`src/rtl/pl_pkg.sv`:
```
package pl_pkg;
  localparam int TRG_RUN   = 0;
  localparam int TRG_ZERO  = 1;
  localparam int TRG_MATCH = 2;
  localparam int TRG_IEDGE = 3;
  localparam int TRG_ILVL  = 4;
  localparam int TRG_NUM   = 5;

  typedef struct packed {
    logic load;
    logic usePre1;
    logic incr;
    logic decr;
  } plStrobe_t;
endpackage

```
`src/rtl/pl_ctrl.sv`:
```
module pl_ctrl
  import pl_pkg::*;
(
  input  logic               clk,
  input  logic               rstN,
  input  logic               bothMode,
  input  logic [TRG_NUM-1:0] trigEn,
  input  logic               softLoad,
  input  logic               runEn,
  input  logic               zeroFlag,
  input  logic               matchFlag,
  input  logic               idxIn,
  input  logic               idxPol,
  input  logic               cntUp,
  input  logic               cntDn,
  output plStrobe_t          stb,
  output logic               selState
);
  logic               runPrev, idxPrev, selQ;
  logic               idxAct, idxEnter, runRise;
  logic [TRG_NUM-1:0] rawTrig, flipTrig;
  logic               hwLoad, hwFlip, loadNow, flipNow, effSel, selNext;

  assign idxAct   = (idxIn == idxPol);
  assign idxEnter = idxAct & ~idxPrev;
  assign runRise  = runEn & ~runPrev;

  // Conditions per trigger slot; the level slot loads every cycle but
  // only flips the selector on entry to the active level.
  always_comb begin
    rawTrig            = '0;
    rawTrig[TRG_RUN]   = runRise;
    rawTrig[TRG_ZERO]  = zeroFlag;
    rawTrig[TRG_MATCH] = matchFlag;
    rawTrig[TRG_IEDGE] = idxEnter;
    rawTrig[TRG_ILVL]  = idxAct;
    flipTrig           = rawTrig;
    flipTrig[TRG_ILVL] = idxEnter;
  end

  assign hwLoad  = runEn & |(rawTrig & trigEn);
  assign hwFlip  = runEn & |(flipTrig & trigEn);
  assign loadNow = softLoad | hwLoad;
  assign flipNow = softLoad | hwFlip;
  assign effSel  = runRise ? 1'b0 : selQ;
  assign selNext = (loadNow & flipNow & bothMode) ? ~effSel : effSel;

  always_ff @(posedge clk or negedge rstN) begin
    if (!rstN) begin
      runPrev <= 1'b0;
      idxPrev <= 1'b1;
      selQ    <= 1'b0;
    end else begin
      runPrev <= runEn;
      idxPrev <= idxAct;
      selQ    <= selNext;
    end
  end

  always_comb begin
    stb.load    = loadNow;
    stb.usePre1 = bothMode & effSel;
    stb.incr    = ~loadNow & runEn & cntUp & ~cntDn;
    stb.decr    = ~loadNow & runEn & cntDn & ~cntUp;
  end

  assign selState = selQ;
endmodule

```
`src/rtl/pl_datapath.sv`:
```
module pl_datapath
  import pl_pkg::*;
#(
  parameter int CNT_W = 8
) (
  input  logic             clk,
  input  logic             rstN,
  input  plStrobe_t        stb,
  input  logic [CNT_W-1:0] preload0,
  input  logic [CNT_W-1:0] preload1,
  output logic [CNT_W-1:0] loadVal,
  output logic [CNT_W-1:0] count
);
  localparam logic [CNT_W-1:0] ONE = CNT_W'(1);

  logic [CNT_W-1:0] cntQ;

  assign loadVal = stb.usePre1 ? preload1 : preload0;

  always_ff @(posedge clk or negedge rstN) begin
    if (!rstN)          cntQ <= '0;
    else if (stb.load)  cntQ <= loadVal;
    else if (stb.incr)  cntQ <= cntQ + ONE;
    else if (stb.decr)  cntQ <= cntQ - ONE;
  end

  assign count = cntQ;
endmodule

```
`src/rtl/dual_preload_counter.sv`:
```
module dual_preload_counter
  import pl_pkg::*;
#(
  parameter int CNT_W = 8
) (
  input  logic               clk,
  input  logic               rstN,
  input  logic [CNT_W-1:0]   preload0,
  input  logic [CNT_W-1:0]   preload1,
  input  logic               bothMode,
  input  logic [TRG_NUM-1:0] trigEn,
  input  logic               softLoad,
  input  logic               runEn,
  input  logic               zeroFlag,
  input  logic               matchFlag,
  input  logic               idxIn,
  input  logic               idxPol,
  input  logic               cntUp,
  input  logic               cntDn,
  output logic               loadStb,
  output logic [CNT_W-1:0]   loadVal,
  output logic               selState,
  output logic [CNT_W-1:0]   count
);
  plStrobe_t stb;

  pl_ctrl ctrl_i (
    .clk(clk), .rstN(rstN), .bothMode(bothMode), .trigEn(trigEn),
    .softLoad(softLoad), .runEn(runEn), .zeroFlag(zeroFlag),
    .matchFlag(matchFlag), .idxIn(idxIn), .idxPol(idxPol),
    .cntUp(cntUp), .cntDn(cntDn), .stb(stb), .selState(selState)
  );

  pl_datapath #(.CNT_W(CNT_W)) dp_i (
    .clk(clk), .rstN(rstN), .stb(stb), .preload0(preload0),
    .preload1(preload1), .loadVal(loadVal), .count(count)
  );

  assign loadStb = stb.load;
endmodule

```
`config.mk`:
```
export PLATFORM = sky130hd
export DESIGN_NAME = dual_preload_counter
export DESIGN_NICKNAME = d
export VERILOG_FILES = /design/src/rtl/pl_pkg.sv /design/src/rtl/pl_ctrl.sv /design/src/rtl/pl_datapath.sv /design/src/rtl/dual_preload_counter.sv
export SDC_FILE = /design/constraint.sdc
export NUM_CORES = 1
export LEC_CHECK = 0
export ABC_AREA = 1
export BUFFER_PORTS_ARGS = -buffer_cell sky130_fd_sc_hd__buf_4
export CORE_MARGIN = 2
export CORE_UTILIZATION = 49
export CTS_CLUSTER_SIZE = 30
export DETAILED_ROUTE_END_ITERATION = 8
export GPL_TIMING_DRIVEN = 0
export PLACE_DENSITY = 0.83
export SYNTH_ARGS = -nofsm -noshare
export SYNTH_HDL_FRONTEND = slang
export SYNTH_SLANG_ARGS = --single-unit
```
`constraint.sdc`:
```
create_clock -name clk -period 4.1 [get_ports clk]
set_input_delay 0.205 -clock clk [delete_from_list [all_inputs] [get_ports clk]]
set_output_delay 0.205 -clock clk [all_outputs]
set_load 0.005 [all_outputs]
```
# After elaboration in Yosys (flattened, before gate mapping)
# Index checks and enable logic that the tools add are counted.
dict set report word_totals {
  regBits 11
  in_bits 32
  output_inout_bits 18
  word_cells 38
}
dict set report op_classes {
  addsub 2
  n_eq_ne 1
  n_mux 6
  bitwise_logic 22
  reduce_logical 3
}
# operator count
set op_table {}
lappend op_table {{$mux 8} 4}
lappend op_table {{$and 1x1->1} 12}
lappend op_table {{$and 5x5->5} 2}
lappend op_table {{$reduce_or 5->1} 2}
lappend op_table {{$add 8x1->8 const B} 1}
lappend op_table {{$sub 8x1->8 const B} 1}
lappend op_table {{$not 1->1} 6}
lappend op_table {{$reduce_bool 3->1} 1}
lappend op_table {{$mux 1} 2}
lappend op_table {{$or 1x1->1} 2}
lappend op_table {{$eq 1x1->1} 1}

# Longest topological paths before layout
# Gate-level depths: netlist of run 1.
dict set report depth {
  ltp_word 13
  ltp_mapped 15
  depth_no_buf 15
}

# Modules after synthesis
# From an unflattened synthesis of run 1, not the netlist that was laid out.
dict set report hier_totals {
  cells_unflattened 168
  hier_area_um2 1066.0
}
# mod n_inst cells_each area_per_inst_um2
set modules_own_cells {}
lappend modules_own_cells {pl_datapath 1 127 809.5}
lappend modules_own_cells {pl_ctrl 1 41 256.5}

# Least setup slack after synthesis of run 1
# No wires, ideal clock.
dict set report synth_timing {
  path_type {register to register}
  start {register ctrl_i.idxPrev}
  end {register dp_i.cntQ[7] (netlist: dp_i.count[7])}
  setup_time_ps 117
  t_arrival_ps 2052
  slack_ps 1930
  stages_incl_launch_ff 13
  synth_period_minus_slack_ps 2170
  cell_sequence {dfstp_2 -> inv_1 -> nand3_2 -> nand3_2 -> nand2_4 -> nand2_1 -> ha_1 -> a21oi_1 -> nand2_1 -> a31oi_1 -> nand3_1 -> nand3_1 -> nand2_1}
}
dict set report synth_between {
  elab_chain_len 12
  word_cells_on_any_way 15
}
# item line_no
set synth_lines {}
lappend synth_lines {{from (decl)} pl_ctrl.sv:19} ;# logic runPrev, idxPrev, selQ;
lappend synth_lines {{from (signal assigned)} pl_ctrl.sv:55} ;# idxPrev <= idxAct;
lappend synth_lines {{$not 1->1 (*)} pl_ctrl.sv:25} ;# assign idxEnter = idxAct & ~idxPrev;
lappend synth_lines {{$and 1x1->1 (*)} pl_ctrl.sv:25}
lappend synth_lines {{$and 5x5->5 (*)} pl_ctrl.sv:41} ;# assign hwLoad = runEn & |(rawTrig & trigEn);
lappend synth_lines {{$reduce_or 5->1 (*)} pl_ctrl.sv:41}
lappend synth_lines {{$and 1x1->1 (*)} pl_ctrl.sv:41}
lappend synth_lines {{$or 1x1->1 (*)} pl_ctrl.sv:43} ;# assign loadNow = softLoad | hwLoad;
lappend synth_lines {{$not 1->1} {pl_ctrl.sv:63, pl_ctrl.sv:64}}
lappend synth_lines {{$and 1x1->1} {pl_ctrl.sv:63, pl_ctrl.sv:64}}
lappend synth_lines {{$and 1x1->1 (2 in series)} pl_ctrl.sv:63} ;# stb.incr = ~loadNow & runEn & cntUp & ~cntDn;
lappend synth_lines {{$mux 8} pl_datapath.sv:23} ;# else if (stb.incr) cntQ <= cntQ + ONE;
lappend synth_lines {{$mux 8} pl_datapath.sv:22} ;# else if (stb.load) cntQ <= loadVal;
lappend synth_lines {{to (signal assigned)} pl_datapath.sv:22}
lappend synth_lines {{to (signal assigned)} pl_datapath.sv:23}
lappend synth_lines {{to (signal assigned)} pl_datapath.sv:24} ;# else if (stb.decr) cntQ <= cntQ - ONE;
lappend synth_lines {{to (decl)} pl_datapath.sv:16} ;# logic [CNT_W-1:0] cntQ;
# Every way passes the cells marked *; elsewhere a longest branch is shown, timed or not.
# A chain may end at the register's enable or synchronous reset.

# Final worst setup path of run 1
# Same ends and word-level chain as after synthesis.

==> impl_summary.log, run 1 <==
[metrics] area occupied by multi-input gates: 692 µm²
[metrics] floorplan core area: 1980 µm²
[metrics] ant diodes: 0
[metrics] clock buffer count from CTS: 3
[metrics] overall die height: 49.9 µm
[metrics] CTS sink count: 11
[metrics] Critical Path Source: ctrl_i.idxPrev$_DFF_PN1_
[metrics] half-perimeter wire length of the detailed placement result: 2.11 mm
[metrics] sequential cell area: 277 µm²
[metrics] worst-case clock buffer depth: 2
[metrics] most common flop cell mapped by yosys: sky130_fd_sc_hd__dfrtp_1
[metrics] data arrival time at the worst-slack endpoint: 2670 ps
[metrics] horizontal extent of the die: 49.9 µm
[metrics] post-route clock period utilization: 61.1%
[metrics] run status: completed
[metrics] first-pass GRT wire length: 4.53 mm
[metrics] headroom to the max-slew limit: 75.4%
[metrics] TritonCTS clock tree: done
[metrics] count of placed standard cells in the final layout, fillers left out: 209
[metrics] filler cell count: 157
[metrics] # nets final: 223
[metrics] number of maximum-capacitance constraint violations: 0
[metrics] post-synthesis cell type count: 29
[metrics] total global routing track utilization: 23.9%
[metrics] RSZ-0062 raised after global routing: no
[metrics] maximum number of pins on one net before global-route repair: 12
[metrics] cell chosen for the clock root: sky130_fd_sc_hd__clkbuf_4
[metrics] Hold Crit Start: runEn
[metrics] row count: 16
[metrics] pwr/cell area: 354 nW/µm²
[metrics] Mapped Cells: 128
[metrics] final worst path period need: 2500 ps
[metrics] clk slew on worst S/H paths: 80 ps
[metrics] maximum frequency from static timing analysis: 399 MHz
[metrics] final count of pins violating max slew: 0
[metrics] I/O Pins: 50
[metrics] count of TritonRoute iterations in the first routing pass: 4
[metrics] leakage component of the power: 0.782 nW
[metrics] quantity of I/O buffers inserted on ports: 49
[metrics] antenna violations before repair: 0
[metrics] number of DRC markers in iteration 0: 20
[metrics] DRC errors left: 0
[metrics] count leader, synth: sky130_fd_sc_hd__nand2_1
[metrics] placed cells: 204
[metrics] Post-CTS Hold Fix Bufs: 1
[metrics] initial core utilization: 52.0%
[metrics] total chip power: 0.521 mW
[metrics] Routed Wire Length: 2.73 mm
[metrics] floorplan die area: 2490 µm²
[metrics] post-cts resize count: 0
[metrics] Critical Path Sink Type: register
[metrics] setup bufs post-CTS: 0
[metrics] largest area contributor in the synthesized netlist: sky130_fd_sc_hd__dfrtp_1
[metrics] Critical Path Fanout Max: 10
[metrics] Via density: 5.30
[metrics] critical path's most frequent cell: sky130_fd_sc_hd__nand2_1
[metrics] clock latency reported for the late side of the worst-skew pair: 280 ps
[metrics] kind of start point of the critical path: register
[metrics] level count of the clock H-tree: 1
[metrics] setup_tns: 0 ps
[metrics] total number of vias: 1,108
[metrics] worst vdd ir: 0.000261 V
[metrics] leading cell types by count after synthesis: 36 x sky130_fd_sc_hd__nand2_1, 14 x sky130_fd_sc_hd__inv_1, 13 x sky130_fd_sc_hd__nand3_1, 10 x sky130_fd_sc_hd__dfrtp_1
[metrics] portion of synthesized cell area occupied by the leading cell type: 24.3%
[metrics] # setup viols final: 0
[metrics] flops & latches, synth: 11
[metrics] maximum clock skew at final layout: 10.9 ps
[metrics] final weighted congestion in routability-driven placement: 0.855
[metrics] global-route congestion overflow total: 0
[metrics] critical path cell sequence: inv_1 > nand3_2 > nand3_2 > nand2_4 > nand2_1 > ha_1 > a21oi_1 > nand2_1 > a31oi_1 > nand3_1 > nand3_1 > nand2_1
[metrics] wire per inst: 13.1 µm
[metrics] number of enable flip-flop cells after synthesis: 0
[metrics] final hold violations: 0
[metrics] share of cells above drive strength 1: 42.3%
[metrics] Setup CP Type: reg -> reg
[metrics] Slew @ Worst Pin: 368 ps
[metrics] remaining antenna violation count: 0
[metrics] layout-stage area growth over the synthesis result: 42.6%
[metrics] Max stage delay cell, worst path: sky130_fd_sc_hd__dfstp_2
[metrics] top cells by area, synth: sky130_fd_sc_hd__dfrtp_1 24%, sky130_fd_sc_hd__nand2_1 13%, sky130_fd_sc_hd__ha_1 8.5%
[metrics] sequential element share of the synthesized area: 26.8%
[metrics] Synth warnings: 0
[metrics] largest incremental delay on the critical path: 520 ps
[metrics] vias in the first global route: 1,069
[metrics] worst reg2reg startpoint: ctrl_i.idxPrev$_DFF_PN1_
[metrics] min-delay worst type: in -> reg
[metrics] Syn Nets: 168
[metrics] netlist area before placement: 1030 µm²
[metrics] fraction of registers with async set or reset after synthesis: 100%
[metrics] required time at the endpoint of the critical path: 4270 ps
[metrics] mean cell area of the mapped netlist: 8.05 µm²
cells by family after synthesis:
logic type | share of synthesized area [%]
muxes | 9.10
xor gates and xnor gates | 3.40
and+or+nand+nor | 31.7
AOI/OAI and AO/OA | 12.5
DFF | 26.8
adders and majority gates | 10.4
buffers and inverters | 6.07
flip-flops by register name, summed over array words and instances, names as in the netlist:
| signal | count |
|---|---|
| ctrl_i.idxPrev | 1 |
| ctrl_i.selState | 1 |
| dp_i.count | 8 |
| ctrl_i.runPrev | 1 |
critical path: cells and delay by family (launching register included):
| family | cells | cell delay (ps) |
|---|---|---|
| AOI/OAI and AO/OA | 2 | 420 |
| buffers and inverters | 1 | 50 |
| DFF | 1 | 520 |
| and+or+nand+nor | 8 | 890 |
| adders and majority gates | 1 | 480 |
path summary, 6_finish.rpt:
path / end / slack, ps / cells after the start
worst min register to register: dp_i.count[6]$_DFFE_PN0P_ / 570 / 2
min in group asynchronous: dp_i.count[3]$_DFFE_PN0P_ / 290 / 2
worst min-delay path: ctrl_i.runPrev$_DFF_PN0_ / 60 / 1
worst max register to register: dp_i.count[7]$_DFFE_PN0P_ / 1600 / 12
worst max-delay path: dp_i.count[7]$_DFFE_PN0P_ / 1600 / 12
max in group asynchronous: ctrl_i.idxPrev$_DFF_PN1_ / 3580 / 2
per-layer routing:
metal,vias up,global-route usage (%),part of all wire (%)
li1,538,-,-
met1,522,27.7,39
met2,37,44.0,53
met3,11,3.94,5.1
met4,0,8.33,2.7
met5,-,0,0
metrics by stage:
stage          util, %  setup slack (ps)  cell area (µm²)  hold WS, ps
2_1_floorplan        -              1930             1030        -90.6
3_3_place_gp      72.3              1730             1430         49.9
3_5_place_dp      72.3              1650             1430         51.5
4_1_cts           74.2              1620             1470         59.0
5_1_grt           74.2              1440             1470         59.6
6_report          74.2              1600             1470         61.5
cell type report:
type / count / area share, %
inverters: 16 / 4.26
repair buffers: 50 / 25.7
well taps: 27 / 2.30
clock buffers: 3 / 1.53
clock inverters: 1 / 0.340
flip-flops and latches: 11 / 18.8
multi-input cells: 101 / 47.1
where the power goes:
group	internal (mW)	switching, mW
Sequential	0.132	0.0254
Clock	0.0362	0.0423
Combinational	0.143	0.143
Total	0.311	0.210
layout by cell type, fill, tap and decap left out, drive strengths merged, types with 3 or more instances in the layout:
master and instances:
nand3 15, clkbuf 3, ha 7, a21oi 6, mux2 8, nor2 4, o21ai 3, buf 49
nand2 41, inv 16, dfrtp 10, o211ai 5
Note: power is estimated with default switching activity, not from simulation.
==> inputs of run 2 (changes only) <==
ABC_AREA = 0   (was 1)
CORE_UTILIZATION = 44   (was 49)
PLACE_DENSITY = 0.77   (was 0.83)
clock period = 2.35 ns   (was 4.1 ns; I/O delays follow)
==> run 2 against run 1 <==
  * Sequential power rose by 83%
  * Largest power group unchanged
  * The run now ends with setup timing left
  * Sequential share of layout area fell by 1.4 points
  * Cell count fell by 11%
  * Die area rose by 2.5%
==> impl_summary.log, run 2 <==
[metrics] overall die height: 50.5 µm
[metrics] number of DRC markers in iteration 0: 13
[metrics] portion of synthesized cell area occupied by the leading cell type: 26.3%
[metrics] pwr/cell area: 661 nW/µm²
[metrics] ant diodes: 0
[metrics] clk slew on worst S/H paths: 80 ps
[metrics] total global routing track utilization: 22.7%
[metrics] final count of pins violating max slew: 0
[metrics] setup slack after layout: -462 ps
[metrics] number of enable flip-flop cells after synthesis: 0
[metrics] level count of the clock H-tree: 1
[metrics] count leader, synth: sky130_fd_sc_hd__mux2_2
[metrics] DRT met1 WL: 1.12 mm
[metrics] critical path cell sequence: nor2b_1 > o21ai_2 > a31oi_4 > or2_4 > buf_6 > ha_4 > a211oi_4 > o21bai_1 > a21oi_1 > xor2_1 > o21ai_1 > mux2_4
[metrics] maximum frequency from static timing analysis: 356 MHz
[metrics] run status: finished, violations left
[metrics] clock latency reported for the late side of the worst-skew pair: 270 ps
[metrics] violations in the final reports: setup timing
[metrics] largest incremental delay on the critical path: 540 ps
[metrics] post-synthesis cell type count: 38
[metrics] mean cell area of the mapped netlist: 10.0 µm²
[metrics] Critical Path Sink Type: register
[metrics] top cells by area, synth: sky130_fd_sc_hd__dfrtp_1 26%, sky130_fd_sc_hd__mux2_2 13%, sky130_fd_sc_hd__ha_1 9.2%
[metrics] RSZ-0062 raised after global routing: yes
[metrics] leakage component of the power: 0.725 nW
[metrics] Syn Nets: 135
[metrics] Via density: 5.38
[metrics] flops & latches, synth: 11
[metrics] max reg flops: 8
[metrics] half-perimeter wire length of the detailed placement result: 2.01 mm
[metrics] remaining antenna violation count: 0
[metrics] # setup viols final: 5
[metrics] kind of start point of the critical path: register
[metrics] number of maximum-capacitance constraint violations: 0
[metrics] internal reg-to-reg setup slack: -460 ps
[metrics] most frequent standard cell in the layout excluding fill and tap cells: sky130_fd_sc_hd__buf_4
[metrics] share of power burned in combinational logic: 59.6%
[metrics] uppermost signal routing layer after detailed routing: met4
[metrics] headroom to the max-slew limit: 70.5%
[metrics] DRC errors left: 0
[metrics] CTS sink count: 11
[metrics] maximum clock skew at final layout: 1.65 ps
[metrics] internal cell power: 0.663 mW
[metrics] Slew @ Worst Pin: 443 ps
[metrics] sw frac: 36.7%
[metrics] total number of vias: 1,006
[metrics] fraction of registers with async set or reset after synthesis: 100%
[metrics] most common flop cell mapped by yosys: sky130_fd_sc_hd__dfrtp_1
[metrics] floorplan die area: 2550 µm²
[metrics] total chip power: 1.05 mW
[metrics] worst-case clock buffer depth: 2
[metrics] worst reg2reg startpoint: ctrl_i.idxPrev$_DFF_PN1_
[metrics] wire per inst: 14.8 µm
[metrics] Max stage delay cell, worst path: sky130_fd_sc_hd__dfstp_2
[metrics] antenna violations before repair: 0
[metrics] count of TritonRoute iterations in the first routing pass: 4
[metrics] post-route clock period utilization: 120%
[metrics] detailed-routed wire length on met2: 1.49 mm
[metrics] I/O Pins: 50
[metrics] Worst Hold End: ctrl_i.idxPrev$_DFF_PN1_
[metrics] Hold Crit Start: idxIn
[metrics] # nets final: 201
[metrics] Mapped Cells: 95
[metrics] worst reg-to-reg path cell count: 12
[metrics] routed wire length on met3: 129 µm
[metrics] Routed Wire Length: 2.76 mm
[metrics] sequential element share of the synthesized area: 29.1%
[metrics] final weighted congestion in routability-driven placement: 0.758
[metrics] netlist area before placement: 951 µm²
[metrics] Synth warnings: 0
[metrics] Setup CP Type: reg -> reg
[metrics] share of cells above drive strength 1: 58.8%
[metrics] required time at the endpoint of the critical path: 2510 ps
[metrics] floorplan core area: 2000 µm²
[metrics] horizontal extent of the die: 50.5 µm
[metrics] layout-stage area growth over the synthesis result: 66.8%
[metrics] setup_tns: -1450 ps
[metrics] final worst path period need: 2810 ps
[metrics] vias in the first global route: 1,033
[metrics] worst vdd ir: 0.000461 V
[metrics] most frequent cells in the layout: 59 x sky130_fd_sc_hd__buf_4, 10 x sky130_fd_sc_hd__mux2_2, 10 x sky130_fd_sc_hd__dfrtp_1, 6 x sky130_fd_sc_hd__nand2_1
[metrics] switching power of the nets: 0.385 mW
[metrics] data arrival time at the worst-slack endpoint: 2970 ps
[metrics] TritonCTS clock tree: done
[metrics] row count: 16
[metrics] final hold violations: 0
[metrics] initial core utilization: 47.5%
[metrics] maximum number of pins on one net before global-route repair: 12
[metrics] quantity of I/O buffers inserted on ports: 49
[metrics] largest area contributor in the synthesized netlist: sky130_fd_sc_hd__dfrtp_1
[metrics] Flop pwr share: 27.5%
[metrics] fraction of power consumed by the clock network: 13.0%
[metrics] capturing point of the worst reg2reg path: dp_i.count[6]$_DFFE_PN0P_
[metrics] min-delay worst type: in -> reg
[metrics] number of cells on the worst hold path: 2
[metrics] global-route congestion overflow total: 0
[metrics] clock buffer count from CTS: 3
[metrics] first-pass GRT wire length: 4.39 mm
[metrics] leading cell types by count after synthesis: 11 x sky130_fd_sc_hd__mux2_2, 10 x sky130_fd_sc_hd__dfrtp_1, 7 x sky130_fd_sc_hd__ha_1, 6 x sky130_fd_sc_hd__nand2_1
[metrics] cell chosen for the clock root: sky130_fd_sc_hd__clkbuf_4
[metrics] Critical Path Fanout Max: 4
-- run 2: changes by cell type after synthesis, sizes merged, moves of 4 or more --
cell / previous run / this run
o211ai: 5 / 1
mux2: 8 / 13
o21ai: 3 / 8
nand2: 41 / 7
inv: 16 / 2
nand3: 15 / 2
-- run 2: cell families (layout without fill, tap and decap cells) --
group / after synthesis / in the layout / synth area share, %
AND/OR/NAND/NOR: 23 / 23 / 12.8
XOR/XNOR: 9 / 9 / 9.08
adder cells (fa/ha/maj): 8 / 8 / 11.3
AO/OA/AOI/OAI: 26 / 26 / 19.3
multiplexers: 14 / 14 / 16.4
buffers and inverters: 4 / 69 / 1.97
flip-flops: 11 / 11 / 29.1
-- run 2: cell type report --
cell class              instances  area, µm²
well taps                      27       33.8
plain buffers                   1       3.75
clock buffers                   4       26.3
repair buffers                 62        474
flip-flops and latches         11        277
inverters                       2       7.51
fillers                       140        415
multi-input cells              80        764
-- run 2: power by group through the flow --
stage	combinational (mW)	clock, mW	sequential (mW)
after CTS	0.579	0.141	0.287
after floorplan	0.329	0	0.282
after global routing	0.679	0.152	0.295
after global placement	0.515	0	0.283
final	0.625	0.136	0.288
after detailed placement	0.529	0	0.286
-- run 2: stage by stage --
step	utilization, %	area [µm²]	setup WS [ps]	instances	hold slack, ps
2_1_floorplan	-	997	-378	95	-178
3_3_place_gp	69.9	1400	-604	171	-34.1
3_5_place_dp	69.9	1400	-611	171	-32.3
4_1_cts	76.8	1540	-457	183	10.7
5_1_grt	79.3	1590	-522	187	4.23
6_report	79.3	1590	-462	187	12.7
-- run 2: how the worst max path moves through the flow --
| stage | startpoint | end | slack [ps] | depth (start not counted) |
|---|---|---|---|---|
| floorplan | ctrl_i.idxPrev$_DFF_PN1_ | dp_i.count[6]$_DFFE_PN0P_ | -380 | 12 |
| global placement | ctrl_i.idxPrev$_DFF_PN1_ | dp_i.count[6]$_DFFE_PN0P_ | -600 | 12 |
| detailed placement | ctrl_i.idxPrev$_DFF_PN1_ | dp_i.count[6]$_DFFE_PN0P_ | -610 | 12 |
| CTS | ctrl_i.idxPrev$_DFF_PN1_ | dp_i.count[6]$_DFFE_PN0P_ | -460 | 12 |
| global route | ctrl_i.idxPrev$_DFF_PN1_ | dp_i.count[6]$_DFFE_PN0P_ | -520 | 12 |
| finish | ctrl_i.idxPrev$_DFF_PN1_ | dp_i.count[6]$_DFFE_PN0P_ | -460 | 12 |
-- run 2: metal layers --
metal  vias to the layer above  GRT usage, %
li1                        479             -
met2                        33          43.2
met5                         -             0
met3                         2          3.27
met4                         0          5.41
met1                       492          26.4
-- run 2: timing repair --
action                                 CTS  global route
hold buffers                             2             0
pin swaps                               12            12
resized for setup                        7             5
setup buffers                            6             5
endpoints found under the hold margin   12             0
setup endpoints to repair                7             7
-- run 2: worst max-delay path, delay by kind of cell, from the launching register on --
kind | cells | cell delay (ps)
AOI/OAI and AO/OA | 6 | 930
DFF | 1 | 540
and+or+nand+nor | 2 | 360
muxes | 1 | 290
adders and majority gates | 1 | 260
xor gates and xnor gates | 1 | 170
buffers and inverters | 1 | 140
==> inputs of run 3 (changes only) <==
MAX_ROUTING_LAYER = met4   (was unset)
==> run 3 against run 2 <==
  * Largest cell class unchanged
  * Clock power about the same
  * Total power down 1.2%
  * Sequential power about the same
  * Sequential share of layout area about the same
  * Critical path type unchanged
  * Maximum frequency up 3.2%
  * Largest power group unchanged
  * Cell count unchanged
  * Clock-buffer cell count unchanged
  * Via count down 2.1%
  * The flow still finishes with violations (setup timing)
  * Clock skew about the same
  * Worst setup slack better by 88 ps
==> impl_summary.log, run 3 (same netlist as run 2, synthesis figures left out) <==
[metrics] clock buffer count from CTS: 3
[metrics] total chip power: 1.04 mW
[metrics] wire per inst: 14.0 µm
[metrics] fraction of power consumed by the clock network: 13.2%
[metrics] required time at the endpoint of the critical path: 2520 ps
[metrics] final worst path period need: 2720 ps
[metrics] RSZ-0062 raised after global routing: yes
[metrics] antenna violations before repair: 0
[metrics] Hold Crit Start: idxIn
[metrics] Setup CP Type: reg -> reg
[metrics] kind of start point of the critical path: register
[metrics] total global routing track utilization: 22.9%
[metrics] Routed Wire Length: 2.62 mm
[metrics] maximum frequency from static timing analysis: 367 MHz
[metrics] count of placed standard cells in the final layout, fillers left out: 187
[metrics] leakage component of the power: 0.721 nW
[metrics] layout-stage area growth over the synthesis result: 66.4%
[metrics] worst reg-to-reg path cell count: 12
[metrics] placed cells: 171
[metrics] headroom to the max-slew limit: 69.9%
[metrics] Worst Hold End: ctrl_i.idxPrev$_DFF_PN1_
[metrics] final count of pins violating max slew: 0
[metrics] # setup viols final: 5
[metrics] most frequent standard cell in the layout excluding fill and tap cells: sky130_fd_sc_hd__buf_4
[metrics] # nets final: 201
[metrics] floorplan die area: 2550 µm²
[metrics] post-route clock period utilization: 116%
[metrics] worst reg2reg startpoint: ctrl_i.idxPrev$_DFF_PN1_
[metrics] min-delay worst type: in -> reg
[metrics] clk slew on worst S/H paths: 80 ps
[metrics] sw frac: 36.3%
[metrics] final weighted congestion in routability-driven placement: 0.769
[metrics] clock latency reported for the late side of the worst-skew pair: 280 ps
[metrics] capturing point of the worst reg2reg path: dp_i.count[6]$_DFFE_PN0P_
[metrics] row count: 16
[metrics] violations in the final reports: setup timing
[metrics] switching power of the nets: 0.376 mW
[metrics] filler cell count: 152
[metrics] worst-case setup slack after placement: -679 ps
[metrics] pwr/cell area: 655 nW/µm²
[metrics] horizontal extent of the die: 50.5 µm
[metrics] maximum clock skew at final layout: 1.45 ps
[metrics] vias in the first global route: 988
[metrics] setup slack after layout: -374 ps
[metrics] count of TritonRoute iterations in the first routing pass: 2
[metrics] remaining antenna violation count: 0
[metrics] global-route congestion overflow total: 0
[metrics] number of DRC markers in iteration 0: 9
[metrics] worst vdd ir: 0.000469 V
[metrics] share of cells above drive strength 1: 59.4%
[metrics] maximum number of pins on one net before global-route repair: 12
[metrics] ant diodes: 0
[metrics] data arrival time at the worst-slack endpoint: 2890 ps
[metrics] initial core utilization: 47.5%
[metrics] floorplan core area: 2000 µm²
[metrics] internal cell power: 0.660 mW
[metrics] Flop pwr share: 27.5%
[metrics] quantity of I/O buffers inserted on ports: 49
[metrics] overall die height: 50.5 µm
[metrics] number of cells on the worst hold path: 2
[metrics] share of power burned in combinational logic: 59.3%
[metrics] Via density: 5.27
[metrics] worst-case clock buffer depth: 2
[metrics] first-pass GRT wire length: 4.27 mm
[metrics] TritonCTS clock tree: done
[metrics] level count of the clock H-tree: 1
[metrics] cell chosen for the clock root: sky130_fd_sc_hd__clkbuf_4
[metrics] run status: finished, violations left
[metrics] I/O Pins: 50
[metrics] Critical Path Sink Type: register
[metrics] final hold violations: 0
[metrics] internal reg-to-reg setup slack: -370 ps
[metrics] total number of vias: 985
[metrics] most frequent cells in the layout: 58 x sky130_fd_sc_hd__buf_4, 10 x sky130_fd_sc_hd__mux2_2, 10 x sky130_fd_sc_hd__dfrtp_1, 6 x sky130_fd_sc_hd__nand2_1
[metrics] Slew @ Worst Pin: 451 ps
[metrics] max reg flops: 8
[metrics] CTS sink count: 11
[metrics] half-perimeter wire length of the detailed placement result: 1.98 mm
[metrics] Critical Path Fanout Max: 4
[metrics] number of maximum-capacitance constraint violations: 0
[metrics] final worst hold slack: 9.70 ps
[metrics] DRC errors left: 0
run 3: per-layer routing:
layer	wire [µm]	vias to the layer above	part of all wire, %	global-route usage, %
met5	0	-	0	-
met4	40	0	1.5	8.11
met3	121	5	4.6	3.27
met2	1300	34	50	39.3
met1	1160	469	44	27.3
li1	-	477	-	-
run 3: what timing repair did:
item                                   4_1_cts  5_1_grt
setup buffers                                5        6
hold buffers                                 2        0
pin swaps                                    9       12
resized for setup                            4        9
endpoints found under the hold margin       12        0
setup endpoints to repair                    7        7
run 3: metrics by stage:
| step | area [µm²] | util, % | TNS (ps) |
|---|---|---|---|
| floorplan | 997 | - | -1040 |
| global placement | 1400 | 69.9 | -2170 |
| detailed placement | 1400 | 69.9 | -2390 |
| CTS | 1510 | 75.5 | -1800 |
| global route | 1580 | 79.1 | -1770 |
| finish | 1580 | 79.1 | -1040 |
run 3: worst max-delay path, stage by stage, from the launching register on:
cell	delay (ps)
sky130_fd_sc_hd__dfstp_2	540
sky130_fd_sc_hd__nor2b_2	40
sky130_fd_sc_hd__o21ai_2	160
sky130_fd_sc_hd__a31oi_4	110
sky130_fd_sc_hd__or2_4	280
sky130_fd_sc_hd__buf_6	140
sky130_fd_sc_hd__ha_4	260
sky130_fd_sc_hd__a211oi_4	250
sky130_fd_sc_hd__o21bai_1	130
sky130_fd_sc_hd__a21oi_2	170
sky130_fd_sc_hd__xor2_1	170
sky130_fd_sc_hd__o21ai_1	90
sky130_fd_sc_hd__mux2_4	280
run 3: worst max-delay path by stage:
stage,slack (ps),cells past startpoint,from,end
floorplan,-380,12,ctrl_i.idxPrev$_DFF_PN1_,dp_i.count[6]$_DFFE_PN0P_
global placement,-610,12,ctrl_i.idxPrev$_DFF_PN1_,dp_i.count[6]$_DFFE_PN0P_
detailed placement,-680,12,ctrl_i.idxPrev$_DFF_PN1_,dp_i.count[6]$_DFFE_PN0P_
CTS,-460,13,ctrl_i.idxPrev$_DFF_PN1_,dp_i.count[7]$_DFFE_PN0P_
global route,-540,12,ctrl_i.idxPrev$_DFF_PN1_,dp_i.count[6]$_DFFE_PN0P_
finish,-370,12,ctrl_i.idxPrev$_DFF_PN1_,dp_i.count[6]$_DFFE_PN0P_
run 3: power groups by stage:
stage / logic [mW] / registers (mW) / clock network [mW]
6_report: 0.614 / 0.285 / 0.137
5_1_grt: 0.676 / 0.291 / 0.150
4_1_cts: 0.564 / 0.283 / 0.139
3_5_place_dp: 0.530 / 0.286 / 0
3_3_place_gp: 0.516 / 0.283 / 0
2_1_floorplan: 0.329 / 0.282 / 0
run 3: area by class of cell:
class / count / area [µm²] / area share (%)
inverter: 2 / 7.51 / 0.474
tap: 27 / 33.8 / 2.13
buffer: 1 / 3.75 / 0.237
clock buffer: 4 / 26.3 / 1.66
sequential: 11 / 277 / 17.5
multi-input combinational: 80 / 757 / 47.8
timing repair buffer: 62 / 478 / 30.2
